**src/rtl/adcSearchPkg.sv**
```systemverilog
package adcSearchPkg;

  typedef enum logic {
    ST_IDLE   = 1'b0,
    ST_SEARCH = 1'b1
  } searchState_t;

  // strobes sent from the control to the datapath
  typedef struct packed {
    logic load;     // seed bounds and first trial
    logic advance;  // narrow bounds, next trial
    logic finish;   // capture result and flag
  } searchStrobe_t;

endpackage

```
**src/rtl/adcSearchDatapath.sv**
```systemverilog
module adcSearchDatapath
  import adcSearchPkg::*;
#(
  parameter int CODE_W = 3
) (
  input  logic                clk,
  input  logic                rstN,
  input  searchStrobe_t       strobe,
  input  logic                trackMode,
  input  logic                cmpAbove,
  input  logic                cmpMatch,
  output logic                boundsCross,
  output logic [CODE_W-1:0]   trialCode,
  output logic [CODE_W-1:0]   result,
  output logic                noExact
);

  localparam logic [CODE_W-1:0] FULL_CODE = '1;
  localparam logic [CODE_W-1:0] MID_CODE  = FULL_CODE >> 1;

  logic [CODE_W-1:0] loQ, hiQ, guessQ, resultQ;
  logic              noExactQ;
  logic [CODE_W-1:0] nextLo, nextHi, nextGuess, seedGuess;
  logic [CODE_W:0]   midSum;

  // the trial always lies within [lo, hi], so a crossing shows up
  // as a move past a bound that the trial already sits on
  always_comb begin
    boundsCross = 1'b0;
    if (!cmpMatch) begin
      if (cmpAbove) boundsCross = (guessQ == loQ);
      else          boundsCross = (guessQ == hiQ);
    end
  end

  always_comb begin
    nextLo = loQ;
    nextHi = hiQ;
    if (!cmpMatch) begin
      if (cmpAbove) nextHi = guessQ - 1'b1;
      else          nextLo = guessQ + 1'b1;
    end
    midSum    = {1'b0, nextLo} + {1'b0, nextHi};
    nextGuess = midSum[CODE_W:1];
    seedGuess = trackMode ? resultQ : MID_CODE;
  end

  always_ff @(posedge clk or negedge rstN) begin
    if (!rstN) begin
      loQ      <= '0;
      hiQ      <= '0;
      guessQ   <= '0;
      resultQ  <= '0;
      noExactQ <= 1'b0;
    end else begin
      if (strobe.load) begin
        loQ    <= '0;
        hiQ    <= FULL_CODE;
        guessQ <= seedGuess;
      end else if (strobe.advance) begin
        loQ    <= nextLo;
        hiQ    <= nextHi;
        guessQ <= nextGuess;
      end
      if (strobe.finish) begin
        resultQ  <= guessQ;
        noExactQ <= !cmpMatch;
      end
    end
  end

  assign trialCode = guessQ;
  assign result    = resultQ;
  assign noExact   = noExactQ;

endmodule

```
**src/rtl/adcSearchCtrl.sv**
```systemverilog
module adcSearchCtrl
  import adcSearchPkg::*;
#(
  parameter int MAX_STEPS = 4
) (
  input  logic          clk,
  input  logic          rstN,
  input  logic          start,
  input  logic          cmpMatch,
  input  logic          boundsCross,
  output searchStrobe_t strobe,
  output logic          busy,
  output logic          done
);

  localparam int STEP_W = $clog2(MAX_STEPS + 1);
  localparam logic [STEP_W-1:0] LAST_STEP = STEP_W'(MAX_STEPS - 1);

  searchState_t      stateQ;
  logic [STEP_W-1:0] stepCnt;
  logic              doneQ;
  logic              endNow;

  always_comb begin
    endNow         = cmpMatch || boundsCross || (stepCnt == LAST_STEP);
    strobe.load    = (stateQ == ST_IDLE) && start;
    strobe.advance = (stateQ == ST_SEARCH) && !endNow;
    strobe.finish  = (stateQ == ST_SEARCH) && endNow;
  end

  always_ff @(posedge clk or negedge rstN) begin
    if (!rstN) begin
      stateQ  <= ST_IDLE;
      stepCnt <= '0;
      doneQ   <= 1'b0;
    end else begin
      doneQ <= strobe.finish;
      if (strobe.load) begin
        stateQ  <= ST_SEARCH;
        stepCnt <= '0;
      end else if (strobe.advance) begin
        stepCnt <= stepCnt + 1'b1;
      end else if (strobe.finish) begin
        stateQ <= ST_IDLE;
      end
    end
  end

  assign busy = (stateQ == ST_SEARCH);
  assign done = doneQ;

endmodule

```
**src/rtl/binSearchAdc.sv**
```systemverilog
module binSearchAdc
  import adcSearchPkg::*;
#(
  parameter int CODE_W    = 3,
  parameter int MAX_STEPS = CODE_W + 1
) (
  input  logic              clk,
  input  logic              rstN,
  input  logic              start,
  input  logic              trackMode,
  input  logic              cmpAbove,
  input  logic              cmpMatch,
  output logic [CODE_W-1:0] trialCode,
  output logic              busy,
  output logic              done,
  output logic [CODE_W-1:0] result,
  output logic              noExact
);

  searchStrobe_t strobe;
  logic          boundsCross;

  adcSearchCtrl #(.MAX_STEPS(MAX_STEPS)) i_ctrl (
    .clk         (clk),
    .rstN        (rstN),
    .start       (start),
    .cmpMatch    (cmpMatch),
    .boundsCross (boundsCross),
    .strobe      (strobe),
    .busy        (busy),
    .done        (done)
  );

  adcSearchDatapath #(.CODE_W(CODE_W)) i_dp (
    .clk         (clk),
    .rstN        (rstN),
    .strobe      (strobe),
    .trackMode   (trackMode),
    .cmpAbove    (cmpAbove),
    .cmpMatch    (cmpMatch),
    .boundsCross (boundsCross),
    .trialCode   (trialCode),
    .result      (result),
    .noExact     (noExact)
  );

endmodule

```
**config.mk**
```make
export PLATFORM = sky130hd
export DESIGN_NAME = binSearchAdc
export DESIGN_NICKNAME = d
export VERILOG_FILES = /design/src/rtl/adcSearchPkg.sv /design/src/rtl/adcSearchDatapath.sv /design/src/rtl/adcSearchCtrl.sv /design/src/rtl/binSearchAdc.sv
export SDC_FILE = /design/constraint.sdc
export NUM_CORES = 1
export LEC_CHECK = 0
export ABC_AREA = 0
export BUFFER_PORTS_ARGS = -buffer_cell sky130_fd_sc_hd__clkbuf_2
export CAP_MARGIN = 40
export CORE_MARGIN = 3
export CORE_UTILIZATION = 53
export DETAILED_ROUTE_END_ITERATION = 6
export GPL_TIMING_DRIVEN = 0
export PLACE_DENSITY_LB_ADDON = 0.3
export RECOVER_POWER = 50
export SETUP_SLACK_MARGIN = 0.5
export SLEW_MARGIN = 15
export SYNTH_ARGS = -nofsm -noshare
export SYNTH_HDL_FRONTEND = slang
export SYNTH_SLANG_ARGS = --single-unit
```
**constraint.sdc**
```tcl
create_clock -name clk -period 4.6 [get_ports clk]
set_clock_uncertainty 0.05 [all_clocks]
set_input_delay 0.92 -clock clk [delete_from_list [all_inputs] [get_ports clk]]
set_output_delay 0.92 -clock clk [all_outputs]
set_load 0.02 [all_outputs]
```
==> impl_metrics.toml <==
[run_status]
status = "complete, no violations"

[setup_path]
crit_type = "input pin to register"
rr_startpoint = "i_dp.trialCode[0]"
crit_arrival_ps = 2500
crit_path_start = "cmpMatch"
cp_max_fo = 6
critPathRequiredTime_ps = 4770
r2r_setup_slack_ps = 2270
critical_path.endpoint_type = "register"
reg2reg_depth = 10
critPathLaunchType = "input pin"

[drt]
routedWlPerCell_um = 13.6
top_layer_used = "met4"
drc = 0
m1WireLength_um = 927
met3_length_um = 64
drt_iter0_drc = 7
dr.pass1.iters = 4
finalWirelength_mm = 2.00
vias = 791
ant_nets = 0
dr_wl_met2_um = 994
vias_per_cell = 5.38

[place]
io_buffers = 13
dpl_cell_area_mm2 = 0.00116
gp_congestion = 0.874
place_hpwl_mm = 1.59

[synth]
yosysUniqueCellTypes = 26
netlist_area_mm2 = 0.00106
synth_cells = 105
mappedNetlistNets = 118
synth-seq-area-share = 0.424
synth.yosys.warnings = 0
synth_area_per_cell_um2 = 10.1
synth-seq-cells = 18

[power_and_ir_drop]
p_sw_mw = 0.366
pwr-share-seq = 0.343
p_int_mw = 0.454
clockPowerShare = 0.117
p_comb_frac = 0.539
leakage_nw = 0.567
irDropWorstVdd_mv = 0.392
switching_share = 0.447
power_density_mw_per_mm2 = 689

[clocking]
postCtsSetupRepairBufs = 0
root_buffer = "clkbuf_4"
cts_hold_buf = 0
cts-buffers-inserted = 3
worstSkewPairLatency_ps = 290
cts_tree = "done"
clkSinkCount = 18
htree_levels = 1
clkSlewWorstSetupHoldPaths_ps = 100
cts-resized-gates = 0
cts_buffer_depth = 2

[die]
core-area_mm2 = 0.00180
start_util = 0.590
die_h_um = 50.8
rows = 15
fp.dieArea_mm2 = 0.00258
fp.dieW_um = 50.8
ios = 15

[final_layout]
seq_area_um2 = 450
diodes = 0
num-nets-final = 136
n_fill_cell = 163
design_area_mm2 = 0.00119
multiInputGateArea_um2 = 549
syn_to_final_growth_pct = 11.9
drive_above_1_share = 0.156

[timing]
relSlewSlack = 0.371
period_needed_ps = 2340
hold_viol_final = 0
setup_tns_ps = 0
setup_viol = 0
fin_crit_sh = 0.508
rsz0062_at_grt = "false"
slew_viol_final = 0
fmax_mhz = 428
tightest_slew_ps = 944

[hold_path]
hold_start = "i_ctrl.stepCnt[0]"
hp-class = "register to register"
holdPathStages = 1

[global_route]
track_usage = 0.186
antenna_found_initial = 0
grt_pass1_wl_mm = 3.64
grt_pass1_vias = 829
grt_start_max_net_pins = 19
overflow = 0

[run]
cap_violations = 0
==> stage by stage <==
stage / hold slack, ps / util / power, mW / instances / setup slack (ps)
after detailed placement: 454 / 0.644 / 0.736 / 143 / 1960
after CTS: 472 / 0.664 / 0.832 / 147 / 2250
after global placement: 435 / 0.644 / 0.716 / 143 / 2000
after floorplan: 414 / - / 0.620 / 105 / 2160
after global routing: 494 / 0.660 / 0.896 / 147 / 2000
final: 467 / 0.660 / 0.819 / 147 / 2260
==> logic make-up after synthesis <==
| kind of cell | Yosys count | synth area share |
|---|---|---|
| mux | 12 | 0.116 |
| compound gates | 20 | 0.138 |
| fa+ha+maj | 7 | 0.0894 |
| flops | 18 | 0.424 |
| simple gates | 28 | 0.124 |
| buf+inv | 14 | 0.0600 |
| xor+xnor | 6 | 0.0494 |
==> layer usage <==
layer	track usage	vias to the layer above
li1	-	391
met2	0.317	14
met5	0	-
met1	0.242	384
met4	0.0538	0
met3	0.0267	2
==> power by group through the flow <==
stage	Sequential, mW	Combinational, mW	Clock (mW)
final	0.281	0.442	0.0962
after global routing	0.291	0.498	0.108
after CTS	0.282	0.451	0.0995
after detailed placement	0.285	0.450	0
after global placement	0.278	0.438	0
after floorplan	0.317	0.303	0
==> worst paths after layout <==
check	end
max	i_dp.trialCode[0]
min	i_ctrl.stepCnt[0]
max reg2reg	i_dp.trialCode[2]
min reg2reg	i_ctrl.stepCnt[0]
max in group asynchronous	i_dp.hiQ[2]
min in group asynchronous	i_dp.result[2]
==> layout make-up <==
cell class	instances	area share
clock buffers	4	0.0305
repair buffers	13	0.0494
plain buffers	5	0.0252
flip-flops and latches	18	0.379
inverters	9	0.0284
multi-input cells	73	0.462
well taps	25	0.0263
==> layout by cell type (no fill, tap or decap), types with 2 or more instances in the layout <==
cell | synthesis | layout
inv_1 | 9 | 9
a21oi_1 | 5 | 5
dfrtp_1 | 18 | 18
nand2b_1 | 3 | 3
clkbuf_1 | 3 | 8
a211oi_1 | 2 | 2
mux2i_1 | 9 | 9
nor2b_1 | 2 | 2
ha_1 | 6 | 6
o21ai_0 | 6 | 6
nor3b_1 | 2 | 2
nor2_1 | 7 | 7
clkbuf_4 | 0 | 3
mux2_2 | 3 | 3
nand2_1 | 9 | 9
nand3_1 | 5 | 5
xnor2_1 | 6 | 6
clkbuf_2 | 0 | 8
==> critical path: stages <==
cell,delay [ps]
clkbuf_2,130
nor2_1,270
mux2i_1,390
fa_1,470
o21a_1,190
a21oi_1,140
==> flip-flops by register name, summed over array words and instances, names as in the netlist <==
name,flops
i_ctrl.busy,1
i_ctrl.done,1
i_ctrl.stepCnt,3
i_dp.hiQ,3
i_dp.loQ,3
i_dp.noExact,1
i_dp.result,3
i_dp.trialCode,3
==> cell usage after synthesis (all sizes together) <==
cell type  instances  share of area
dfrtp             18           0.42
inv                9          0.032
mux2i              9          0.085
nand2              9          0.032
nor2               7          0.025
ha                 6          0.071
o21ai              6          0.028
xnor2              6          0.049
a21oi              5          0.024
nand3              5          0.024
clkbuf             3          0.011
mux2               3          0.032
nand2b             3          0.018
a211oi             2          0.014
buf                2          0.018
nor2b              2          0.012
nor3b              2          0.014
a31o               1         0.0082
fa                 1          0.019
o211ai             1         0.0071
o21a               1         0.0071
o311a              1         0.0094
o311ai             1          0.025
o31a               1         0.0082
o31ai              1         0.0071
Note: power is estimated with default switching activity, not from simulation.
